**config.mk**
```make
export PLATFORM = sky130hd
export DESIGN_NAME = dev_irq_router
export DESIGN_NICKNAME = d
export VERILOG_FILES = /design/src/rtl/dev_irq_router_pkg.sv /design/src/rtl/dev_irq_decode.sv /design/src/rtl/dev_irq_core.sv /design/src/rtl/dev_irq_router.sv
export SDC_FILE = /design/constraint.sdc
export NUM_CORES = 1
export LEC_CHECK = 0
export ABC_CLOCK_PERIOD_IN_PS = 4900
export BUFFER_PORTS_ARGS = -buffer_cell sky130_fd_sc_hd__buf_2
export CORE_ASPECT_RATIO = 0.5
export CORE_MARGIN = 8
export CORE_UTILIZATION = 30
export CTS_CLUSTER_DIAMETER = 150
export DETAILED_ROUTE_END_ITERATION = 16
export RECOVER_POWER = 25
export SLEW_MARGIN = 20
export SYNTH_ARGS = -nofsm -noshare
export SYNTH_HDL_FRONTEND = slang
export SYNTH_SLANG_ARGS = --single-unit
```
**constraint.sdc**
```tcl
create_clock -name clk -period 4.9 [get_ports clk]
set_clock_uncertainty 0.1 [all_clocks]
set_input_delay 0.49 -clock clk [delete_from_list [all_inputs] [get_ports clk]]
set_output_delay 0.49 -clock clk [all_outputs]
set_load 0.02 [all_outputs]
```
**src/rtl/dev_irq_router_pkg.sv**
```systemverilog
package dev_irq_router_pkg;

    // log2(bytes) code of the only legal access size
    localparam logic [1:0] SIZE_8B = 2'd3;

    typedef enum logic [1:0] {
        KIND_MASK   = 2'd0,
        KIND_ROUTED = 2'd1,
        KIND_RAW    = 2'd2,
        KIND_NONE   = 2'd3
    } reg_kind_e;

endpackage

```
**src/rtl/dev_irq_decode.sv**
```systemverilog
module dev_irq_decode
    import dev_irq_router_pkg::*;
#(
    parameter int NUM_CPU = 4,
    parameter int IDX_W   = 6,
    localparam int CPU_IDX_W = $clog2(NUM_CPU)
) (
    input  logic                 req_valid,
    input  logic                 req_write,
    input  logic [IDX_W-1:0]     req_idx,
    input  logic [1:0]           req_size,
    output reg_kind_e            kind,
    output logic [CPU_IDX_W-1:0] cpu,
    output logic                 acc_err,
    output logic                 mask_we
);

    logic size_ok;

    always_comb begin
        kind = KIND_NONE;
        cpu  = '0;
        if (req_idx < IDX_W'(NUM_CPU)) begin
            kind = KIND_MASK;
            cpu  = CPU_IDX_W'(req_idx);
        end else if (req_idx < IDX_W'(2 * NUM_CPU)) begin
            kind = KIND_ROUTED;
            cpu  = CPU_IDX_W'(req_idx - IDX_W'(NUM_CPU));
        end else if (req_idx == IDX_W'(2 * NUM_CPU)) begin
            kind = KIND_RAW;
        end

        size_ok = (req_size == SIZE_8B);
        // only the mask registers are writable
        acc_err = req_valid && (!size_ok || (kind == KIND_NONE) ||
                                (req_write && (kind != KIND_MASK)));
        mask_we = req_valid && req_write && size_ok && (kind == KIND_MASK);
    end

endmodule

```
**src/rtl/dev_irq_core.sv**
```systemverilog
module dev_irq_core #(
    parameter int NUM_CPU = 4,
    parameter int SRC_W   = 64,
    localparam int CPU_IDX_W = $clog2(NUM_CPU)
) (
    input  logic                            clk,
    input  logic                            rst_n,
    input  logic [SRC_W-1:0]                src_set,
    input  logic [SRC_W-1:0]                src_clr,
    input  logic                            mask_we,
    input  logic [CPU_IDX_W-1:0]            mask_cpu,
    input  logic [SRC_W-1:0]                mask_wdata,
    output logic [NUM_CPU-1:0][SRC_W-1:0]   mask_o,
    output logic [NUM_CPU-1:0][SRC_W-1:0]   routed_o,
    output logic [SRC_W-1:0]                raw_o,
    output logic [NUM_CPU-1:0]              irq_o
);

    typedef struct packed {
        logic [SRC_W-1:0]              raw;
        logic [NUM_CPU-1:0][SRC_W-1:0] mask;
        logic [NUM_CPU-1:0][SRC_W-1:0] routed;
        logic [NUM_CPU-1:0]            irq;
    } core_state_t;

    core_state_t st_d, st_q;

    always_comb begin
        st_d = st_q;
        // set has priority over clear on the same line
        st_d.raw = (st_q.raw & ~src_clr) | src_set;
        for (int c = 0; c < NUM_CPU; c++) begin
            if (mask_we && (mask_cpu == CPU_IDX_W'(c))) begin
                st_d.mask[c] = mask_wdata;
            end
            // routed vector follows the updated mask and raw request
            st_d.routed[c] = st_d.mask[c] & st_d.raw;
            // output lags the routed vector by one register
            st_d.irq[c]    = |st_q.routed[c];
        end
    end

    always_ff @(posedge clk) begin
        if (!rst_n) begin
            st_q <= '0;
        end else begin
            st_q <= st_d;
        end
    end

    assign mask_o   = st_q.mask;
    assign routed_o = st_q.routed;
    assign raw_o    = st_q.raw;
    assign irq_o    = st_q.irq;

endmodule

```
**src/rtl/dev_irq_router.sv**
```systemverilog
module dev_irq_router
    import dev_irq_router_pkg::*;
#(
    parameter int NUM_CPU    = 4,
    parameter int SRC_W      = 64,
    parameter int ADDR_W     = 12,
    parameter int REG_STRIDE = 64
) (
    input  logic               clk,
    input  logic               rst_n,
    input  logic               req_valid,
    input  logic               req_write,
    input  logic [ADDR_W-1:0]  req_addr,
    input  logic [1:0]         req_size,
    input  logic [SRC_W-1:0]   req_wdata,
    output logic               rsp_valid,
    output logic               rsp_err,
    output logic [SRC_W-1:0]   rsp_rdata,
    input  logic [SRC_W-1:0]   src_set,
    input  logic [SRC_W-1:0]   src_clr,
    output logic [NUM_CPU-1:0] cpu_irq
);

    localparam int IDX_LSB   = $clog2(REG_STRIDE);
    localparam int IDX_W     = ADDR_W - IDX_LSB;
    localparam int CPU_IDX_W = $clog2(NUM_CPU);

    typedef struct packed {
        logic             valid;
        logic             err;
        logic [SRC_W-1:0] data;
    } rsp_state_t;

    reg_kind_e                     dec_kind;
    logic [CPU_IDX_W-1:0]          dec_cpu;
    logic                          dec_err;
    logic                          dec_mask_we;
    logic [NUM_CPU-1:0][SRC_W-1:0] mask_q;
    logic [NUM_CPU-1:0][SRC_W-1:0] routed_q;
    logic [SRC_W-1:0]              raw_q;
    logic [SRC_W-1:0]              rd_sel;
    logic                          addr_lo_unused;
    rsp_state_t                    rsp_d, rsp_q;

    // offset bits inside one register slot carry no meaning
    assign addr_lo_unused = ^req_addr[IDX_LSB-1:0];

    dev_irq_decode #(
        .NUM_CPU (NUM_CPU),
        .IDX_W   (IDX_W)
    ) u_decode (
        .req_valid (req_valid),
        .req_write (req_write),
        .req_idx   (req_addr[ADDR_W-1:IDX_LSB]),
        .req_size  (req_size),
        .kind      (dec_kind),
        .cpu       (dec_cpu),
        .acc_err   (dec_err),
        .mask_we   (dec_mask_we)
    );

    dev_irq_core #(
        .NUM_CPU (NUM_CPU),
        .SRC_W   (SRC_W)
    ) u_core (
        .clk        (clk),
        .rst_n      (rst_n),
        .src_set    (src_set),
        .src_clr    (src_clr),
        .mask_we    (dec_mask_we),
        .mask_cpu   (dec_cpu),
        .mask_wdata (req_wdata),
        .mask_o     (mask_q),
        .routed_o   (routed_q),
        .raw_o      (raw_q),
        .irq_o      (cpu_irq)
    );

    always_comb begin
        unique case (dec_kind)
            KIND_MASK:   rd_sel = mask_q[dec_cpu];
            KIND_ROUTED: rd_sel = routed_q[dec_cpu];
            KIND_RAW:    rd_sel = raw_q;
            default:     rd_sel = '0;
        endcase

        rsp_d       = '0;
        rsp_d.valid = req_valid;
        rsp_d.err   = dec_err;
        if (req_valid && !req_write && !dec_err) begin
            rsp_d.data = rd_sel;
        end
    end

    always_ff @(posedge clk) begin
        if (!rst_n) begin
            rsp_q <= '0;
        end else begin
            rsp_q <= rsp_d;
        end
    end

    assign rsp_valid = rsp_q.valid;
    assign rsp_err   = rsp_q.err;
    assign rsp_rdata = rsp_q.data;

endmodule

```
==> results of run 1 <==
==> critical path, stage by stage <==
cell and delay, ps:
sky130_fd_sc_hd__clkbuf_1 1300, sky130_fd_sc_hd__nand2_1 310, sky130_fd_sc_hd__nor4_2 280, sky130_fd_sc_hd__buf_4 590, sky130_fd_sc_hd__buf_4 630, sky130_fd_sc_hd__o31a_1 280
==> cells by family after synthesis <==
group,count (synthesis),share of synthesized area
multiplexers,344,0.137
AO/OA/AOI/OAI,344,0.0955
buffers and inverters,246,0.0479
flip-flops,646,0.516
AND/OR/NAND/NOR,957,0.203
==> registers in the layout, indices dropped and copies added, names as in the netlist <==
name             count
rsp_err              1
rsp_rdata           64
rsp_valid            1
u_core.irq_o         4
u_core.mask_o      256
u_core.raw_o        64
u_core.routed_o    256
==> final cells by class <==
| cell class | count | area share |
|---|---|---|
| well taps | 1116 | 0.0473 |
| clock buffers | 95 | 0.0676 |
| inverters | 65 | 0.00826 |
| clock inverters | 23 | 0.0101 |
| diodes | 13 | 0.00110 |
| multi-input cells | 1645 | 0.373 |
| flip-flops and latches | 646 | 0.438 |
| repair buffers | 306 | 0.0543 |
==> synthesized netlist by cell type (5+ instances only) <==
master / count
sky130_fd_sc_hd__dfxtp_1: 646
sky130_fd_sc_hd__clkbuf_1: 122
sky130_fd_sc_hd__inv_1: 65
sky130_fd_sc_hd__a22o_1: 48
sky130_fd_sc_hd__a41oi_1: 5
sky130_fd_sc_hd__o22ai_1: 14
sky130_fd_sc_hd__nor2_1: 262
sky130_fd_sc_hd__o2bb2ai_1: 12
sky130_fd_sc_hd__nand2_1: 5
sky130_fd_sc_hd__o21ai_0: 128
sky130_fd_sc_hd__buf_1: 15
sky130_fd_sc_hd__mux2i_1: 344
sky130_fd_sc_hd__nand3_1: 221
sky130_fd_sc_hd__nor2b_1: 323
sky130_fd_sc_hd__buf_12: 14
sky130_fd_sc_hd__a22oi_1: 52
sky130_fd_sc_hd__buf_2: 28
sky130_fd_sc_hd__o221ai_1: 51
sky130_fd_sc_hd__o31a_1: 15
sky130_fd_sc_hd__nor4_1: 66
sky130_fd_sc_hd__a21oi_1: 12
sky130_fd_sc_hd__nand4_1: 65
==> final timing paths <==
path	depth (start not counted)	from	to	slack, ps
worst max-delay path	6	rst_n	rsp_rdata[41]$_SDFF_PN0_	1390
worst min-delay path	2	req_size[1]	rsp_err$_SDFF_PN0_	40
worst min register to register	2	u_core.mask_o[46]$_SDFF_PN0_	u_core.routed_o[46]$_SDFF_PN0_	400
worst max register to register	3	u_core.routed_o[23]$_SDFF_PN0_	u_core.irq_o[0]$_SDFF_PN0_	2620
==> through the flow <==
stage	utilization	setup WS, ps	hold slack, ps
floorplan	-	2630	373
global placement	0.328	1630	388
detailed placement	0.328	1640	401
CTS	0.355	2250	8.32
global route	0.354	1180	41.2
finish	0.354	1390	40.8
==> power breakdown <==
part | internal, uW | leakage, uW | total [uW] | switching, uW
clock | 3210 | 0.00114 | 5320 | 2110
combinational | 164 | 0.00417 | 529 | 365
sequential | 5290 | 0.00522 | 5320 | 27.7
total | 8660 | 0.0105 | 11200 | 2500
==> layer usage <==
layer | vias to the layer above | wire, um | GRT usage
met3 | 240 | 6790 | 0.0379
met2 | 896 | 45000 | 0.327
met4 | 4 | 4690 | 0.0991
met5 | - | 23 | 0
met1 | 10000 | 38300 | 0.235
li1 | 9372 | - | -
==> summary.log, run 1 <==
INFO  timing         timing_max_transition_violations_final=43
INFO  global_routing grt_max_degree=205
INFO  yosys          cell_area_after_synthesis=0.0251mm2
INFO  route          drcViolationCount=0
INFO  status         run_status=complete, but fails checks
INFO  pwr            power.total=11,200uW
INFO  cts            htree_levels=3
INFO  floorplanning  initial_utilization=0.301
INFO  timing         final_setup_viols=0
INFO  job            maxCapViolCount=1
INFO  route          post_drt_wl_per_cell=24.2um
INFO  yosys          share_of_synthesized_area_occupied_by_flip_flops_and_latches=0.516
INFO  cts            worstSkewPairLatency=610ps
INFO  cts            clk_sink_count=646
INFO  yosys          synth_fp_nets=2,747
INFO  yosys          yosys_most_used_dff=sky130_fd_sc_hd__dfxtp_1
INFO  global_routing grt_overflow_total=0
INFO  floorplanning  dieArea=0.0936mm2
INFO  final_layout   layout.cells.non_filler=3,909
INFO  pwr            cellLeakagePower=0.0105uW
INFO  global_routing grt_pass1_wl=136,000um
INFO  timing         timing_hold_violations_final=0
INFO  timing         setup_total_negative_slack=0ps
INFO  setup_path     largest_fanout_on_the_critical_path=43
INFO  final_layout   most-common-layout-cells=sky130_fd_sc_hd__dfxtp_1, sky130_fd_sc_hd__mux2i_1, sky130_fd_sc_hd__nor2b_1
INFO  timing         max_freq=0.285GHz
INFO  final_layout   layout.nets=2,942
INFO  floorplanning  boundaryPins=280
INFO  cts            tritoncts.num_buffers=68
INFO  final_layout   multi_input_comb_area=0.0110mm2
INFO  cts            post-cts-setup-buffer-count=0
INFO  timing         timing.final.crit_share=0.716
INFO  route          via_count=20.5k
INFO  route          first_pass_iters=6
INFO  floorplanning  fp.dieH=220um
INFO  final_layout   final_common_cell=sky130_fd_sc_hd__dfxtp_1
INFO  yosys          yosys_warnings=0
INFO  route          ant_nets=0
INFO  yosys          syn-mean-instance-area=9.88um2
INFO  route          vias_per_cell=5.25
INFO  setup_path     cp-start-kind=input port
INFO  timing         worst_slew_margin_rel=-0.243
INFO  setup_path     critical_path.endpoint_type=flip-flop
INFO  route          detailedRoute.firstIterationViolations=2,069
INFO  cts            tritoncts_clock_tree=built
INFO  place          final_hpwl_dp=60,700um
INFO  final_layout   layout.filler_cells=8,458
INFO  yosys          synth_cells=2,537
INFO  timing         worstMarginPinSlew=1860ps
INFO  cts            clk_pin_slew=60ps
INFO  yosys          share_of_the_synthesized_area_in_the_top_cell_type=0.516
INFO  cts            clk_path_buf_depth=3
INFO  timing         layout_min_cycle_time=3510ps
INFO  place          final_gp_congestion=0.933
INFO  floorplanning  core_area=0.0833mm2
INFO  global_routing number_of_global_route_vias_before_repair=20.7k
INFO  yosys          synth.ff_latch_count=646
INFO  yosys          async_reset_ff_frac=0
INFO  pwr            power_per_cell_area=378mW/mm2
INFO  place          placed_cells=3,778
INFO  cts            cts_hold_buffers=0
INFO  final_layout   layout.area.seq=0.0129mm2
INFO  timing         grt_setup_unrepaired=no
INFO  route          routed_wirelength=94,800um
INFO  global_routing total_global_route_track_usage=0.193
INFO  cts            clk_root_buffer_cell=sky130_fd_sc_hd__clkbuf_16
INFO  worst_hold_path holdCritPathClass=in -> reg
INFO  final_layout   flow.area_growth_from_synthesis=17.8%
INFO  yosys          synth_edf_count=0
INFO  setup_path     timing.critical_path.arrival=3930ps
INFO  yosys          synth_top_cell_by_area=sky130_fd_sc_hd__dfxtp_1
INFO  floorplanning  row_count=75
INFO  place          io_buffer_count=273
INFO  setup_path     critical_path_required=5330ps
INFO  setup_path     critical_path_class=in -> reg
INFO  pwr            vdd.ir_drop.worst=0.000203V
INFO  status         failing_checks=capacitance limit, slew limit
INFO  place          placed_area=0.0273mm2
INFO  final_layout   drive_above_1_share=0.130
INFO  yosys          post_synth_main_area_contributors=sky130_fd_sc_hd__dfxtp_1, sky130_fd_sc_hd__mux2i_1, sky130_fd_sc_hd__nor2b_1
INFO  yosys          yosysUniqueCellTypes=40
INFO  final_layout   finish.instance_area=0.0295mm2
INFO  global_routing antenna_found_initial=20
INFO  cts            cts-resized-gates=0
INFO  floorplanning  die_width=425um
Power figures use the tool's default switching activity.
==> inputs of run 2 (changes only) <==
ABC_CLOCK_PERIOD_IN_PS = 3400   (was 4900)
clock period = 3.4 ns   (was 4.9 ns; I/O delays follow)
==> run 2 against run 1 <==
Against the previous run:
- the run now ends clean
- design area grew 3.2%
- sequential power grew 44%
- setup slack lost 830 ps
- final cell count grew 1.9%
- register-to-register slack lost 1400 ps
- critical path depth is the same
- via count grew 2.2%
- utilization grew 1.1 points
- total power grew 43%
- combinational power grew 62%
- sequential cell count is the same
- hold slack lost 17 ps
- critical endpoint is now rsp_rdata[16]$_SDFF_PN0_
==> summary.log, run 2 (synthesis results as in run 1) <==
INFO  setup_path     cp-start-kind=input port [unchanged]
INFO  route          post_drt_wl_per_cell=24.0um [was 24.2 um]
INFO  timing         timing_hold_violations_final=0 [unchanged]
INFO  route          detailedRoute.firstIterationViolations=1,858 [was 2,069]
INFO  pwr            swShare=0.227 [was 0.224]
INFO  route          routed_wirelength=95,700um [was 94,800 um]
INFO  floorplanning  initial_utilization=0.301 [unchanged]
INFO  global_routing grt_overflow_total=0 [unchanged]
INFO  place          placed_cells=3,800 [was 3,778]
INFO  cts            post-cts-setup-buffer-count=0 [unchanged]
INFO  global_routing antenna_found_initial=10 [was 20]
INFO  setup_path     timing.critical_path.arrival=3290ps [was 3930 ps]
INFO  global_routing grt_max_degree=137 [was 205]
INFO  final_layout   multi_input_comb_area=0.0110mm2 [about the same]
INFO  pwr            cellInternalPower=12,300uW [was 8660 uW]
INFO  place          io_buffer_count=273 [unchanged]
INFO  final_layout   most-common-layout-cells=sky130_fd_sc_hd__dfxtp_1, sky130_fd_sc_hd__mux2i_1, sky130_fd_sc_hd__nor2b_1 [unchanged]
INFO  worst_hold_path min_to=u_core.raw_o[49]$_SDFF_PN0_ [was rsp_err$_SDFF_PN0_]
INFO  pwr            power.total=15,900uW [was 11,200 uW]
INFO  timing         layout_min_cycle_time=2840ps
INFO  cts            clk_path_buf_depth=3 [unchanged]
INFO  floorplanning  die_width=425um [unchanged]
INFO  timing         max_freq=0.352GHz
INFO  cts            cts-resized-gates=0 [unchanged]
INFO  final_layout   flow.area_growth_from_synthesis=21.6% [was 17.8%]
INFO  timing         final_setup_viols=0 [unchanged]
INFO  status         run_status=complete, no violations [was complete, but fails checks]
INFO  place          final_gp_congestion=0.935 [was 0.933]
INFO  setup_path     critical_path_required=3850ps [was 5330 ps]
INFO  final_layout   layout.cells.non_filler=3,983 [was 3,909]
INFO  worst_hold_path hold_path_startpoint=src_set[49] [was req_size[1]]
INFO  floorplanning  boundaryPins=280 [unchanged]
INFO  setup_path     timing.reg2reg.worst_path_depth=3 [unchanged]
INFO  cts            htree_levels=3 [unchanged]
INFO  route          first_pass_iters=6 [unchanged]
INFO  pwr            netSwitchingPower=3610uW [was 2500 uW]
INFO  place          detailedPlace.worstSlack=656ps [was 1640 ps]
INFO  pwr            power_per_cell_area=522mW/mm2 [was 378 mW/mm2]
INFO  timing         worstMarginPinSlew=1430ps [was 1860 ps]
INFO  floorplanning  row_count=75 [unchanged]
INFO  pwr            portion_of_total_power_attributed_to_combinational_logic=0.054 [was 0.047]
INFO  pwr            cellLeakagePower=0.0109uW [was 0.0105 uW]
INFO  pwr            vdd.ir_drop.worst=0.000369V [was 0.000203 V]
INFO  pwr            p_seq_frac=0.482 [was 0.476]
INFO  worst_hold_path whs_path_depth=3 [was 2]
INFO  setup_path     ff2ff_setup_slack=1180ps [was 2620 ps]
INFO  floorplanning  core_area=0.0833mm2 [unchanged]
INFO  cts            clk_pin_slew=60ps [about the same]
INFO  global_routing total_global_route_track_usage=0.195 [was 0.193]
INFO  route          ant_nets=0 [unchanged]
INFO  route          via_count=21.0k [was 20.5k]
INFO  setup_path     largest_fanout_on_the_critical_path=116 [was 43]
INFO  final_layout   layout.nets=3,031 [was 2,942]
INFO  cts            tritoncts.num_buffers=67 [was 68]
INFO  floorplanning  fp.dieH=220um [unchanged]
INFO  timing         timing.final.crit_share=0.835
INFO  route          vias_per_cell=5.27 [was 5.25]
INFO  timing         worst_slew_margin_rel=0.0443 [was -0.243]
INFO  cts            worstSkewPairLatency=600ps [was 610 ps]
INFO  worst_hold_path holdCritPathClass=in -> reg [unchanged]
INFO  timing         timing_max_transition_violations_final=0 [was 43]
INFO  final_layout   final_common_cell=sky130_fd_sc_hd__dfxtp_1 [unchanged]
INFO  timing         setup_total_negative_slack=0ps [unchanged]
INFO  pwr            power.clock.fraction=0.464 [was 0.476]
INFO  floorplanning  dieArea=0.0936mm2 [unchanged]
INFO  setup_path     regToRegEndpoint=u_core.irq_o[3]$_SDFF_PN0_ [was u_core.irq_o[0]$_SDFF_PN0_]
INFO  setup_path     critical_path.endpoint_type=flip-flop [unchanged]
INFO  timing         finalWorstSetupSlack=560ps [was 1390 ps]
INFO  route          drcViolationCount=0 [unchanged]
INFO  final_layout   layout.filler_cells=8,433 [was 8,458]
INFO  setup_path     critical_path_class=in -> reg [unchanged]
INFO  cts            cts_hold_buffers=68 [was 0]
INFO  timing         hold-worst-slack=23.6ps [was 40.8 ps]
INFO  global_routing grt_pass1_wl=137,000um [was 136,000 um]
INFO  final_layout   layout.area.seq=0.0129mm2 [unchanged]
INFO  global_routing number_of_global_route_vias_before_repair=21.3k [was 20.7k]
INFO  setup_path     r2r-start=u_core.routed_o[226]$_SDFF_PN0_ [was u_core.routed_o[23]$_SDFF_PN0_]
INFO  job            maxCapViolCount=0 [was 1]
INFO  cts            tritoncts_clock_tree=built [unchanged]
INFO  place          final_hpwl_dp=62,400um [was 60,700 um]
INFO  cts            clk_sink_count=646 [unchanged]
INFO  cts            clk_root_buffer_cell=sky130_fd_sc_hd__clkbuf_16 [unchanged]
INFO  timing         grt_setup_unrepaired=no [unchanged]
INFO  final_layout   drive_above_1_share=0.131 [was 0.130]
## run 2: power groups by stage
stage | Clock [uW] | Sequential (uW) | Combinational, uW
floorplan | 0 | 7810 | 369
global placement | 0 | 7830 | 763
detailed placement | 0 | 7830 | 768
CTS | 7440 | 7660 | 845
global route | 7770 | 7660 | 890
finish | 7390 | 7660 | 857
## run 2: worst max-delay path by stage
| stage | cells after the start | slack (ps) | endpoint | start |
|---|---|---|---|---|
| floorplan | 8 | 1280 | u_core.routed_o[10]$_SDFF_PN0_ | req_addr[9] |
| global placement | 6 | 640 | u_core.routed_o[88]$_SDFF_PN0_ | req_addr[9] |
| detailed placement | 6 | 660 | u_core.routed_o[88]$_SDFF_PN0_ | req_addr[9] |
| CTS | 7 | 940 | u_core.routed_o[88]$_SDFF_PN0_ | req_size[1] |
| global route | 6 | 470 | rsp_rdata[51]$_SDFF_PN0_ | req_addr[7] |
| finish | 6 | 560 | rsp_rdata[16]$_SDFF_PN0_ | req_addr[7] |
## run 2: final cells by class
type                       count  area share
multi-input combinational   1645       0.361
timing repair buffer         396      0.0881
clock buffer                 104      0.0686
antenna                        2    0.000164
inverter                      65     0.00800
tap                         1116      0.0458
sequential                   646       0.424
clock inverter                 9     0.00369
## run 2: layer usage
layer	vias to the layer above	track usage	share of wire
li1	9526	-	-
met1	10200	0.231	0.39
met2	911	0.338	0.48
met3	289	0.0458	0.083
met4	16	0.0865	0.045
met5	-	0	0.00096
## run 2: worst max-delay path, stage by stage
cell and delay [ps]:
sky130_fd_sc_hd__clkbuf_1 1020, sky130_fd_sc_hd__nor2b_1 310, sky130_fd_sc_hd__buf_6 900, sky130_fd_sc_hd__nand3_1 190
sky130_fd_sc_hd__a41oi_1 310, sky130_fd_sc_hd__o21a_1 150
## run 2: metrics by stage
step	util	cell area (um2)
CTS	0.367	30600
floorplan	-	25100
finish	0.366	30500
global route	0.366	30500
global placement	0.332	27700
detailed placement	0.332	27700
